<file path="config.mk">
export PLATFORM = sky130hd
export DESIGN_NAME = warp_cmd_decoder
export DESIGN_NICKNAME = d
export VERILOG_FILES = /design/src/rtl/warp_cmd_pkg.sv /design/src/rtl/warp_tok_fields.sv /design/src/rtl/warp_job_seq.sv /design/src/rtl/warp_reg_bank.sv /design/src/rtl/warp_cmd_decoder.sv
export SDC_FILE = /design/constraint.sdc
export NUM_CORES = 1
export LEC_CHECK = 0
export ABC_AREA = 1
export BUFFER_PORTS_ARGS = -buffer_cell sky130_fd_sc_hd__buf_2
export CAP_MARGIN = 20
export CORE_MARGIN = 5
export CORE_UTILIZATION = 35
export DETAILED_ROUTE_END_ITERATION = 8
export PLACE_DENSITY = 0.51
export RECOVER_POWER = 100
export SETUP_SLACK_MARGIN = 0.05
export SLEW_MARGIN = 10
export SYNTH_ARGS = -nofsm -noshare
export SYNTH_HDL_FRONTEND = slang
export SYNTH_SLANG_ARGS = --single-unit
export TNS_END_PERCENT = 50
</file>
<file path="constraint.sdc">
create_clock -name clk -period 5.1 [get_ports clk]
set_input_delay 0.255 -clock clk [delete_from_list [all_inputs] [get_ports clk]]
set_output_delay 0.255 -clock clk [all_outputs]
set_load 0.005 [all_outputs]
</file>
<file path="src/rtl/warp_cmd_pkg.sv">
package warp_cmd_pkg;

    localparam int TOK_W     = 32;
    localparam int ID_W      = 5;
    localparam int CFG_W     = 25;
    localparam int REG_W     = 26;
    localparam int NUM_REGS  = 1 << ID_W;
    localparam int CMD_BIT   = TOK_W - 1;
    localparam int ID_LSB    = CFG_W;

    localparam int SCALE_LEN = 3;
    localparam int TETRA_LEN = 10;
    localparam int CNT_W     = $clog2(TETRA_LEN);
    localparam int CORNER_SLOTS = TETRA_LEN - 2;

    localparam logic [ID_W-1:0] IDX_PACKED = 5'd4;
    localparam logic [ID_W-1:0] IDX_SRC    = 5'd7;
    localparam logic [ID_W-1:0] IDX_DST    = 5'd11;
    localparam logic [ID_W-1:0] IDX_P0X    = 5'd15;
    localparam logic [ID_W-1:0] IDX_INTERP = 5'd24;
    localparam logic [ID_W-1:0] IDX_SCAN   = 5'd25;
    localparam logic [ID_W-1:0] IDX_MODE   = 5'd26;

    typedef enum logic [1:0] {
        SEQ_IDLE    = 2'd0,
        SEQ_COLLECT = 2'd1,
        SEQ_LAUNCH  = 2'd2
    } seq_state_t;

    // Register targeted by slot 'pos' of a job of the given kind.
    function automatic logic [ID_W-1:0] job_slot_idx(input logic tetra,
                                                     input logic [CNT_W-1:0] pos);
        logic [ID_W-1:0] idx;
        if (tetra) begin
            if (int'(pos) < CORNER_SLOTS)
                idx = IDX_P0X + ID_W'(pos);
            else if (int'(pos) == CORNER_SLOTS)
                idx = IDX_SRC;
            else
                idx = IDX_DST;
        end else begin
            unique case (pos)
                CNT_W'(0): idx = IDX_PACKED;
                CNT_W'(1): idx = IDX_SRC;
                default:   idx = IDX_DST;
            endcase
        end
        return idx;
    endfunction

endpackage

</file>
<file path="src/rtl/warp_tok_fields.sv">
module warp_tok_fields
    import warp_cmd_pkg::*;
(
    input  logic [TOK_W-1:0] tok,
    output logic             is_cfg,
    output logic [ID_W-1:0]  cfg_id,
    output logic [REG_W-1:0] cfg_val,
    output logic [REG_W-1:0] data_val
);

    always_comb begin
        is_cfg   = tok[CMD_BIT];
        cfg_id   = tok[ID_LSB +: ID_W];
        cfg_val  = REG_W'(tok[CFG_W-1:0]);
        data_val = tok[REG_W-1:0];
    end

endmodule

</file>
<file path="src/rtl/warp_job_seq.sv">
module warp_job_seq
    import warp_cmd_pkg::*;
(
    input  logic            clk,
    input  logic            rst_n,
    input  logic            tok_valid,
    input  logic            is_cfg,
    input  logic            mode_bit,
    output logic            tok_ready,
    output logic            data_we,
    output logic [ID_W-1:0] data_idx,
    output logic            job_start,
    output logic            job_tetra
);

    seq_state_t       state_q, state_d;
    logic [CNT_W-1:0] pos_q, pos_d;
    logic             tetra_q, tetra_d;
    logic             accept_data;
    logic             slot_tetra;
    logic [CNT_W-1:0] last_pos;

    assign accept_data = tok_valid && tok_ready && !is_cfg;
    assign slot_tetra  = (state_q == SEQ_IDLE) ? mode_bit : tetra_q;
    assign last_pos    = tetra_q ? CNT_W'(TETRA_LEN - 1) : CNT_W'(SCALE_LEN - 1);

    // State register
    always_ff @(posedge clk) begin
        if (!rst_n) begin
            state_q <= SEQ_IDLE;
            pos_q   <= '0;
            tetra_q <= 1'b0;
        end else begin
            state_q <= state_d;
            pos_q   <= pos_d;
            tetra_q <= tetra_d;
        end
    end

    // Next state
    always_comb begin
        state_d = state_q;
        pos_d   = pos_q;
        tetra_d = tetra_q;
        unique case (state_q)
            SEQ_IDLE: begin
                if (accept_data) begin
                    tetra_d = mode_bit;
                    pos_d   = CNT_W'(1);
                    state_d = SEQ_COLLECT;
                end
            end
            SEQ_COLLECT: begin
                if (accept_data) begin
                    if (pos_q == last_pos) begin
                        pos_d   = '0;
                        state_d = SEQ_LAUNCH;
                    end else begin
                        pos_d = pos_q + CNT_W'(1);
                    end
                end
            end
            SEQ_LAUNCH: begin
                state_d = SEQ_IDLE;
            end
            default: state_d = SEQ_IDLE;
        endcase
    end

    // Outputs
    always_comb begin
        tok_ready = (state_q != SEQ_LAUNCH);
        job_start = (state_q == SEQ_LAUNCH);
        job_tetra = tetra_q;
        data_we   = accept_data;
        data_idx  = job_slot_idx(slot_tetra, pos_q);
    end

endmodule

</file>
<file path="src/rtl/warp_reg_bank.sv">
module warp_reg_bank
    import warp_cmd_pkg::*;
#(
    parameter int N     = NUM_REGS,
    parameter int W     = REG_W,
    parameter int IDX_W = ID_W
) (
    input  logic             clk,
    input  logic             rst_n,
    input  logic             wr_en,
    input  logic [IDX_W-1:0] wr_idx,
    input  logic [W-1:0]     wr_val,
    input  logic [IDX_W-1:0] rd_idx,
    output logic [W-1:0]     rd_data,
    output logic [W-1:0]     packed_q,
    output logic [W-1:0]     interp_q,
    output logic [W-1:0]     scan_q,
    output logic [W-1:0]     mode_q
);

    logic [W-1:0] regs [N];

    for (genvar i = 0; i < N; i++) begin : g_reg
        always_ff @(posedge clk) begin
            if (!rst_n)
                regs[i] <= '0;
            else if (wr_en && (wr_idx == IDX_W'(i)))
                regs[i] <= wr_val;
        end
    end

    assign rd_data  = regs[rd_idx];
    assign packed_q = regs[IDX_PACKED];
    assign interp_q = regs[IDX_INTERP];
    assign scan_q   = regs[IDX_SCAN];
    assign mode_q   = regs[IDX_MODE];

endmodule

</file>
<file path="src/rtl/warp_cmd_decoder.sv">
module warp_cmd_decoder
    import warp_cmd_pkg::*;
#(
    parameter int FRX_W = 10,
    parameter int IPX_W = 6,
    parameter int FRY_W = 10
) (
    input  logic             clk,
    input  logic             rst_n,
    input  logic             tok_valid,
    input  logic [TOK_W-1:0] tok_data,
    output logic             tok_ready,
    input  logic [ID_W-1:0]  rd_idx,
    output logic [REG_W-1:0] rd_data,
    output logic [FRX_W-1:0] frac_x,
    output logic [IPX_W-1:0] pix_off,
    output logic [FRY_W-1:0] frac_y,
    output logic [1:0]       interp_sel,
    output logic             scan_dir,
    output logic             proc_mode,
    output logic             job_start,
    output logic             job_tetragon
);

    localparam int IPX_LSB = FRX_W;
    localparam int FRY_LSB = 16;

    logic             is_cfg;
    logic [ID_W-1:0]  cfg_id;
    logic [REG_W-1:0] cfg_val, data_val;
    logic             data_we;
    logic [ID_W-1:0]  data_idx;
    logic             wr_en;
    logic [ID_W-1:0]  wr_idx;
    logic [REG_W-1:0] wr_val;
    logic [REG_W-1:0] packed_q, interp_q, scan_q, mode_q;

    warp_tok_fields u_fields (
        .tok      (tok_data),
        .is_cfg   (is_cfg),
        .cfg_id   (cfg_id),
        .cfg_val  (cfg_val),
        .data_val (data_val)
    );

    warp_job_seq u_seq (
        .clk       (clk),
        .rst_n     (rst_n),
        .tok_valid (tok_valid),
        .is_cfg    (is_cfg),
        .mode_bit  (mode_q[0]),
        .tok_ready (tok_ready),
        .data_we   (data_we),
        .data_idx  (data_idx),
        .job_start (job_start),
        .job_tetra (job_tetragon)
    );

    assign wr_en  = (tok_valid && tok_ready && is_cfg) || data_we;
    assign wr_idx = is_cfg ? cfg_id  : data_idx;
    assign wr_val = is_cfg ? cfg_val : data_val;

    warp_reg_bank u_bank (
        .clk      (clk),
        .rst_n    (rst_n),
        .wr_en    (wr_en),
        .wr_idx   (wr_idx),
        .wr_val   (wr_val),
        .rd_idx   (rd_idx),
        .rd_data  (rd_data),
        .packed_q (packed_q),
        .interp_q (interp_q),
        .scan_q   (scan_q),
        .mode_q   (mode_q)
    );

    assign frac_x     = packed_q[FRX_W-1:0];
    assign pix_off    = packed_q[IPX_LSB +: IPX_W];
    assign frac_y     = packed_q[FRY_LSB +: FRY_W];
    assign interp_sel = interp_q[1:0];
    assign scan_dir   = scan_q[0];
    assign proc_mode  = mode_q[0];

endmodule

</file>
# After elaboration in Yosys (flattened, before gate mapping)
# Memories as Yosys holds them, arrays and structs flattened.
# Index checks and enable logic that the tools add are counted.
# totals
reg_bits,7
ramBits,832
inputBits,40
output_inout_bits,59
wordCells,268
mem_count,1
# op_classes
add_sub_neg,2
magnitude_cmp,1
n_eq_ne,40
muxes,145
n_bitwise,32
n_reduce_logical,44
# mem_list
memory,depth,width,read_ports,rd_ports_with_merged_regs,wr,line,text
u_bank.regs,32,26,5,0,32,warp_reg_bank.sv:21,logic [W-1:0] regs [N];
# ops
operator,n
26-bit two-way mux,33
1-bit two-way mux,98
5-bit equality test (second input constant),16
5-bit by 4-bit equality test with 1-bit output (second input constant),8
1-bit logical AND,35
1-bit bitwise OR,32
5-bit by 3-bit equality test with 1-bit output (second input constant),4
4-bit two-way mux,5
4-bit one-hot mux with 2 select lines,2
5-bit two-way mux,3
5-bit by 2-bit equality test with 1-bit output (second input constant),2
2-bit two-way mux,3
2-bit != test (second input constant),3
3-bit AND reduction,2
4-bit by 4-bit adder with 5-bit output (first input constant),1
5-bit by 1-bit equality test with 1-bit output (second input constant),1
5-bit logical NOT,1
4-bit by 1-bit adder with 4-bit output (second input constant),1
4-bit by 1-bit equality test with 1-bit output (second input constant),1
4-bit equality test,1
4-bit equality test (second input constant),1
4-bit logical NOT,1
4-bit less-than comparator (second input constant),1
2-bit one-hot mux with 2 select lines,1
other kinds (8),8

# Longest topological paths before layout
# depth
word_depth,11
ltp_mapped,13
mapped_depth_nobuf,12

# By module
# From an unflattened synthesis, not the netlist that was laid out.
# unflattened
cells_unflattened,4191
area_unflattened_um2,39367.8
# modules_own_cells
module,instances,cells_each,area_each_um2,seq_area_each_um2
warp_reg_bank,1,3940,37865.1,24984.0
warp_job_seq,1,88,568.0,140.1
warp_cmd_decoder,1,104,495.5,0.0
warp_tok_fields,1,59,439.2,0.0

# Worst setup path before layout
# No wires, ideal clock.
# synth_path
kind,register to register
startpoint,register u_seq.pos_q[0]
endpoint,memory u_bank.regs[17][0] (netlist bit) (enable)
setup_ps,445
arrival_time_ps,3598
t_required_ps,4655
slack_ps,1057
path_stages_with_launch,9
path_buffers,1
period_less_slack_ps,4043
path_cell_list,dfxtp_1 -> inv_1 -> ha_1 -> a21oi_1 -> nand3_1 -> a21oi_4 -> clkbuf_1 -> inv_1 -> o21ai_0
# synth_rtl
element,line,text
"start, declared",warp_job_seq.sv:17,"logic [CNT_W-1:0] pos_q, pos_d;"
"start signal, assigned",warp_job_seq.sv:35,pos_q <= pos_d;
"end, declared",warp_reg_bank.sv:21,

==> run_results.csv <==
group,metric,value,unit
place,place_congestion,0.780,
cells_and_area,final_common_cell,"nor2_1",
power_and_ir_drop,power_density,377,nW/µm²
clocking,clk_latency,0.66,ns
clocking,cts-root-buf,"clkbuf_16",
timing,period_minus_slack,4.06,ns
cells_and_area,n_fill_cell,10400,
cells_and_area,seq_area,25100,µm²
routing,drc,0,
yosys,synth_xor_area_share,0.0463,%
timing,worst_pin_slew,2.29,ns
power_and_ir_drop,ir_drop,0.000216,V
routing,met1_length,51800,µm
timing,rsz0062_at_grt,"false",
yosys,postSynthAreaPerCell,10.8,µm²
timing,fin_skew,0.0206,ns
yosys,yosysWarningCount,0,
clocking,hold_buffers,0,
yosys,synth-seq-cells,839,
routing,vias,26900,
routing,highest_layer,"met5",
routing,detail_route.wl_per_cell,23.7,µm
routing,drtIter0Drc,2425,
grt,antenna_found_initial,1,
clocking,htreeDepth,3,
grt,grt_pass1_wl,174000,µm
outcome,failed_checks,"capacitance limit, slew limit",
yosys,synth_area_leaders,"edfxtp_1, nor2_1, o221ai_1",
timing,final_hold_viol_count,0,
routing,drtAntennaViolNets,0,
clocking,clockBufferDepth,3,
routing,dr_wl_met3,6700,µm
grt,grt_pass1_vias,26300,
worst_setup_path,timing.rr.start,"u_seq.pos_q[0]",
yosys,synthAdderAreaFrac,0.132,%
clocking,clk_pin_slew,0.06,ns
cells_and_area,antenna_cells,0,
cells_and_area,syn_to_final_growth,12.5,%
yosys,ys_seq_area_share,66.4,%
floorplan,pin_count,99,
worst_setup_path,startpoint_type,"register",
cells_and_area,nets,3534,
cells_and_area,layout_common_cells,"nor2_1, edfxtp_1, o21ai_0, nand2_1",
cells_and_area,drive_above_1_share,7.79,%
floorplan,dieArea,115000,µm²
routing,first_pass_iters,8,
floorplan,die_x,339,µm
timing,relSlewSlack,-52.8,%
power_and_ir_drop,netSwitchingPower,3.91,mW
routing,via_per_inst,5.42,
place,pre_cts_ws,1.69,ns
routing,wl_met2,55300,µm
routing,drt-total-wl,118000,µm
timing,setup_violations,0,
clocking,cts_setup_buffers,0,
timing,max_freq,246,MHz
place,dp_hpwl,66300,µm
yosys,synth_cell_types,32,
timing,period_share,79.6,%
grt,grt_max_degree,129,
floorplan,rows,120,
grt,grt_use_total,20.0,%
clocking,postCtsResizedCells,0,
yosys,synth_top_family_by_area,"simple AND/OR/NAND/NOR gates",
cells_and_area,multiInputGateArea,11200,µm²
yosys,synth_top_area_cell,"edfxtp_1",
outcome,status,"finished, violations left",
worst_setup_path,crit_fanout,14,
clocking,cts_buffers,96,
clocking,cts.sinks,839,
power_and_ir_drop,switching_share,24.4,%
power_and_ir_drop,pwr-share-comb,8.6,%
hold_path,min-delay-start,"tok_data[31]",
yosys,netlist_area,37800,µm²
timing,maxSlewViolCount,917,
place,post_dp_cell_area,39900,µm²
floorplan,start_util,35.3,%
timing,final.setup.tns,0,ns
power_and_ir_drop,p_seq_share,49.7,%
grt,overflow,0,
power_and_ir_drop,clock_power_share,41.7,%
worst_setup_path,crit_start,"u_seq.pos_q[0]",
yosys,synth_compound_area_share,12.1,%
clocking,cts_tree,"built",
timing,layout_setup_ws,1.04,ns
worst_setup_path,end_kind,"register",
yosys,synthSimpleGateAreaFrac,17.3,%
place,io_buffer_count,97,
flow_run,drv_cap,34,
power_and_ir_drop,p_leak,15.9,nW
floorplan,core_area,107000,µm²
yosys,synthCells,3513,
yosys,synth.area.mux_share,0,%
hold_path,hp-class,"in -> reg",
power_and_ir_drop,intPower,12.1,mW
cells_and_area,final_cell_area,42500,µm²
yosys,synth_top_area_share,66.0,%
worst_setup_path,path_class,"reg -> reg",
floorplan,die_h,339,µm
worst_setup_path,required,5.38,ns
worst_setup_path,worstPathArrival,4.34,ns
==> metrics by stage <==
| step | hold WS [ns] | power (mW) | cells | utilization (%) |
|---|---|---|---|---|
| detailed placement | 0.532 | 9.52 | 4792 | 37.3 |
| CTS | 0.0129 | 16.2 | 4967 | 40.1 |
| global placement | 0.531 | 9.50 | 4787 | 37.1 |
| finish | 0.0575 | 16.0 | 4970 | 39.7 |
| global route | 0.0519 | 16.6 | 4970 | 39.7 |
| floorplan | 0.466 | 8.92 | 3527 | - |
==> worst paths after layout <==
check,endpoint,slack [ns],cells after the start
max reg2reg,u_bank.regs[16][16],1.04,11
min,u_seq.state_q[0],0.06,4
max,u_bank.regs[16][16],1.04,11
min reg2reg,u_seq.state_q[1],0.54,2
==> metal layers <==
| layer | track usage, % | up-vias |
|---|---|---|
| met4 | 6.44 | 2 |
| met5 | 0 | - |
| met2 | 32.4 | 846 |
| met3 | 2.71 | 199 |
| met1 | 27.9 | 13600 |
| li1 | - | 12300 |
==> cells by family after synthesis <==
| kind of cell | count (synthesis) |
|---|---|
| AND/OR/NAND/NOR | 1631 |
| flip-flops | 839 |
| AO/OA/AOI/OAI | 654 |
| buffers and inverters | 382 |
| adder cells (fa/ha/maj) | 4 |
| XOR/XNOR | 2 |
| other | 1 |
==> Yosys cell counts <==
| cell type | instances |
|---|---|
| a211oi_1 | 1 |
| a21oi_1 | 5 |
| a21oi_4 | 1 |
| buf_1 | 20 |
| buf_2 | 42 |
| buf_4 | 6 |
| clkbuf_1 | 266 |
| clkinv_1 | 2 |
| conb_1 | 1 |
| dfxtp_1 | 7 |
| edfxtp_1 | 832 |
| ha_1 | 4 |
| inv_1 | 42 |
| inv_2 | 4 |
| nand2_1 | 214 |
| nand2_2 | 2 |
| nand3_1 | 126 |
| nand3_2 | 10 |
| nand3b_1 | 1 |
| nand4_1 | 4 |
| nand4_2 | 11 |
| nand4_4 | 2 |
| nor2_1 | 1247 |
| nor2_2 | 7 |
| nor2_4 | 3 |
| nor4_1 | 1 |
| o21ai_0 | 230 |
| o21ai_1 | 1 |
| o21bai_1 | 208 |
| o221ai_1 | 208 |
| or2_2 | 3 |
| xor2_1 | 2 |
==> sequential cells by signal, indices dropped and copies added (netlist names) <==
register         cells
u_seq.pos_q          4
u_seq.job_tetra      1
u_seq.state_q        2
u_bank.regs        832
==> critical path, cell delays in order, from the launching register on <==
cell and delay, ns:
dfxtp_1 0.47, inv_1 0.14, ha_1 0.26, o21ai_0 0.24, nand2_1 0.10, nand3_1 0.08, nand2_1 0.09, nor2_1 0.16
clkbuf_1 0.58, nand2_1 0.22, o21ai_4 0.55, clkbuf_1 0.78
==> power by group through the flow <==
stage / clock [mW] / combinational, mW / sequential, mW
floorplan: 0 / 0.830 / 8.09
global placement: 0 / 1.41 / 8.09
detailed placement: 0 / 1.42 / 8.10
CTS: 6.82 / 1.42 / 7.95
global route: 7.10 / 1.50 / 7.99
finish: 6.69 / 1.38 / 7.96
==> cell type report <==
type,count,share of cell area [%]
Clock buffer,123,5.93
Clock inverter,52,1.14
Inverter,48,0.447
Multi-Input combinational cell,2306,26.4
Sequential cell,839,59.0
Tap cell,1403,4.13
Timing Repair Buffer,199,2.90
Power figures use the tool's default switching activity.
